## src/rtl/tu_packer.sv

```systemverilog
module tu_packer #(
  parameter int SYM_W  = 8,
  parameter int INT_W  = 6,
  parameter int FRAC_W = 10,
  parameter logic [SYM_W-1:0] K_FS = 8'hFE,
  parameter logic [SYM_W-1:0] K_FE = 8'hF7,
  parameter logic [SYM_W-1:0] K_BS = 8'hBC
) (
  input  logic                    clk,
  input  logic                    rst_n,
  input  logic [INT_W+FRAC_W-1:0] ratio,
  input  logic [SYM_W-1:0]        in_sym,
  input  logic                    in_valid,
  input  logic                    in_eol,
  output logic                    in_ready,
  output logic [SYM_W-1:0]        out_sym,
  output logic                    out_ctrl,
  output logic                    out_valid
);
  localparam int RW = INT_W + FRAC_W;

  logic [INT_W-1:0]  pos;
  logic [INT_W:0]    nval;
  logic [FRAC_W-1:0] frac;
  logic              load;
  logic              bs_pend;

  logic [FRAC_W:0] fsum;
  logic [INT_W:0]  n_new, n_cur, pos_x;
  logic            in_data, last, is_fs, step;

  assign fsum    = {1'b0, frac} + {1'b0, ratio[FRAC_W-1:0]};
  assign n_new   = {1'b0, ratio[RW-1:FRAC_W]} + {{INT_W{1'b0}}, fsum[FRAC_W]};
  assign n_cur   = load ? n_new : nval;
  assign pos_x   = {1'b0, pos};
  assign in_data = pos_x < n_cur;
  assign last    = &pos;
  assign is_fs   = (pos_x == n_cur) && !last;
  assign step    = !bs_pend && (!in_data || in_valid);

  assign in_ready  = !bs_pend && in_data;
  assign out_valid = bs_pend || !in_data || in_valid;
  assign out_ctrl  = bs_pend || (!in_data && (is_fs || last));

  always_comb begin
    if (bs_pend)      out_sym = K_BS;
    else if (in_data) out_sym = in_sym;
    else if (last)    out_sym = K_FE;
    else if (is_fs)   out_sym = K_FS;
    else              out_sym = '0;
  end

  always_ff @(posedge clk) begin
    if (!rst_n) begin
      pos     <= '0;
      nval    <= '0;
      frac    <= '0;
      load    <= 1'b1;
      bs_pend <= 1'b0;
    end else if (bs_pend) begin
      bs_pend <= 1'b0;
      frac    <= '0;
    end else if (step) begin
      if (load) begin
        nval <= n_new;
        frac <= fsum[FRAC_W-1:0];
        load <= 1'b0;
      end
      if (in_data && in_eol) begin
        pos     <= '0;
        load    <= 1'b1;
        bs_pend <= 1'b1;
      end else if (last) begin
        pos  <= '0;
        load <= 1'b1;
      end else begin
        pos <= pos + 1'b1;
      end
    end
  end
endmodule

```

## config.mk

```make
export PLATFORM = sky130hd
export DESIGN_NAME = tu_packer
export DESIGN_NICKNAME = d
export VERILOG_FILES = /design/src/rtl/tu_packer.sv
export SDC_FILE = /design/constraint.sdc
export NUM_CORES = 1
export LEC_CHECK = 0
export BUFFER_PORTS_ARGS = -buffer_cell sky130_fd_sc_hd__buf_4
export CAP_MARGIN = 25
export CORE_MARGIN = 8
export CORE_UTILIZATION = 55
export CTS_CLUSTER_DIAMETER = 50
export CTS_CLUSTER_SIZE = 25
export DETAILED_ROUTE_END_ITERATION = 10
export PLACE_DENSITY = 0.8
export SETUP_SLACK_MARGIN = 0.1
export SYNTH_ARGS = -nofsm -noshare
export SYNTH_HDL_FRONTEND = slang
export SYNTH_SLANG_ARGS = --single-unit
```

## constraint.sdc

```tcl
create_clock -name clk -period 5.75 [get_ports clk]
set_clock_uncertainty 0.05 [all_clocks]
set_input_delay 0.575 -clock clk [delete_from_list [all_inputs] [get_ports clk]]
set_output_delay 0.575 -clock clk [all_outputs]
set_load 0.02 [all_outputs]
```

==> out/metrics.yaml <==
synth:
  syn_nets: 282
  synth_top_flop_cell: "dfxtp_1"
  synth_area_leaders: "dfxtp_1 26%, ha_1 12%, mux2i_1 6.8%"
  ys_top_cells_by_count: "31 x nor2_1, 25 x dfxtp_1, 20 x nand2_1"
  yosys.area_share.adder_pct: 13.51
  synth.avg_cell_area_sq_um: 8.154
  synth_xor_xnor_area_share_pct: 5.508
  synth-compound-area-share_pct: 20.33
  synth_top_area_share_pct: 26.23
  synth_edf_count: 0
  yosysMostFrequentCell: "nor2_1"
  synth-simple-area-share_pct: 23.08
  synthMuxAreaShare_pct: 7.410
  synth_top_family_by_area: "simple AND/OR/NAND/NOR gates"
  synth_cell_types: 45
  syn-cell-area_sq_um: 1908
  async_flop_share_pct: 0
  synth_cells: 234
  yosys.area.top_type: "dfxtp_1"
  yosysWarnings: 0
  ys_ff_latch: 25
  yosysSeqAreaShare_pct: 26.23
critical_path:
  cp-end-kind: "output pin"
  worstPathMaxFanout: 8
  critPathKind: "primary input to output pin"
  startpoint_type: "primary input"
  reg2reg_depth: 21
  critical_path_arrival_ns: 4.75
  worst_ep_required_time_ns: 5.12
routing:
  via_per_inst: 5.453
  vias: 1745
  drcViolationCount: 0
  drt_iter0_markers: 111
  wl_per_cell_um: 13.36
  drt_first_pass_iters: 4
  antenna_left: 0
  wirelength_mm: 4.276
floorplanning:
  ios: 39
  rows: 21
  die-area_sq_um: 5610
  die_h_um: 74.90
  core_area_sq_um: 3337
  initial_core_util_pct: 57.18
  die_w_um: 74.90
run_status:
  status: "finished, final reports clean"
timing:
  setup_viol: 0
  hold_violations: 0
  fin_crit_sh_pct: 93.39
  max_slew_margin_pct: 62.88
  slew_viol_final: 0
  fmax_mhz: 186.2
  fin_setup_tns_ns: 0
  tightest_slew_ns: 0.5561
  min_period_ns: 5.370
  rsz0062_at_grt: "no"
global_route:
  gr-total-overflow: 0
  grt_pass1_vias: 1593
  grt_max_degree: 17
  grt_pass1_wl_mm: 6.975
  grt_util_all_layers_pct: 15.53
  antenna_found_initial: 0
finish:
  area_growth_pct: 21.05
  nets: 323
  diodes: 0
  fin_cells: 320
  fillerInstances: 263
  layout-drive-gt1-share_pct: 21.53
power_and_ir_drop:
  ir_drop_mv: 0.1197
  p_leak_nw: 1.052
  power_density_nw_per_um2: 203.0
placed_design:
  place_congestion: 0.8667
  numPortBuffers: 38
  dp_cells: 311
  hpwl_mm: 3.322
worst_hold_path:
  hp-class: "flip-flop to flip-flop"
  whs_path_depth: 2
clocking:
  clock_sinks: 25
  root_buffer: "clkbuf_4"
  cts_buffer_depth: 2
  htree_levels: 1
  clk_pin_slew_ns: 0.15
  cts_buffers: 3
  clock_latency_ns: 0.32
  cts_tree: "yes"
  cts_hold_buf: 0
run:
  cap_violations: 0
[worst max-delay path, stage by stage]
cell and delay, ns:
buf_4 0.11, ha_1 0.23, fa_1 0.41, a21oi_1 0.19, o211ai_1 0.17, o41ai_2 0.38
nor2b_1 0.09, o21ai_0 0.18, nand2b_1 0.08, ha_1 0.20, ha_1 0.23, xnor2_1 0.21
nand2_1 0.09, o21ai_2 0.10, ha_1 0.27, o21a_1 0.20, o31ai_2 0.08, a21oi_1 0.11
o21a_2 0.26, and2_2 0.23, nor3_2 0.16, buf_4 0.16
[cell usage in the layout, fill, tap and decap left out, types with 8 or more instances in the layout]
master and n:
a21oi_1 10, ha_1 19, nor2_1 31, mux2i_1 12
buf_4 44, dfxtp_1 25, nand2_1 20, nand3_1 9
inv_1 8
[repair_timing]
item / in CTS / in global routing
cloned: 0 / 0
endpoints found under the hold margin: 0 / 0
resized for setup: 1 / 10
pin swaps: 0 / 1
buffers inserted: 0 / 5
endpoints found under the setup margin: 6 / 9
[state kept, by name (all words and copies together), names as in the netlist]
| name | cells |
|---|---|
| frac | 10 |
| bs_pend | 1 |
| nval | 7 |
| pos | 6 |
| load | 1 |
[final cells by class]
type,instances,area (sq um),share of cell area [%]
Multi-Input combinational cell,193,1365,59.10
Sequential cell,25,500.5,21.67
Timing Repair Buffer,44,330.3,14.30
Tap cell,46,57.56,2.492
Inverter,8,30.03,1.300
Clock buffer,4,26.28,1.138
[final timing paths]
check | start | to | slack [ns]
hold / removal | frac[9] | frac[9] | 0.44
setup reg to reg | frac[0] | frac[3] | 0.87
hold reg to reg | frac[9] | frac[9] | 0.44
setup / recovery | ratio[0] | out_sym[1] | 0.38
[stage by stage]
step                      hold slack (ns)  total power (W)  setup slack (ns)  cell area (sq um)  utilization [%]
after floorplan                    0.4008        0.0003302            0.6471               1908                -
after global placement             0.4146        0.0003792            0.2376               2213            66.33
final                              0.4400        0.0004690            0.3798               2310            69.22
after CTS                          0.4388        0.0004633            0.1348               2247            67.34
after detailed placement           0.4198        0.0003805           0.01245               2213            66.33
after global routing               0.4291        0.0005032            0.1349               2310            69.22
[routing by layer]
metal  routed length, um  track usage (%)
met5                   0                0
met4                  51            4.130
met3                 372            2.929
met2                1699            23.13
met1                2153            21.98
[cells by family (layout without fill, tap and decap cells)]
group | after synthesis | in the layout
compound gates | 56 | 56
mux | 14 | 14
buf+inv | 16 | 56
xor+xnor | 12 | 12
flops | 25 | 25
fa+ha+maj | 20 | 20
simple gates | 91 | 91
[power breakdown]
part	leakage [nW]	total, W	switching, W	internal (W)
sequential	0.205	0.000201	0.0000123	0.000189
clock	0.0150	0.0000829	0.0000558	0.0000271
combinational	0.833	0.000185	0.0000945	0.0000906
No activity file was read; power rests on OpenSTA's default activity.
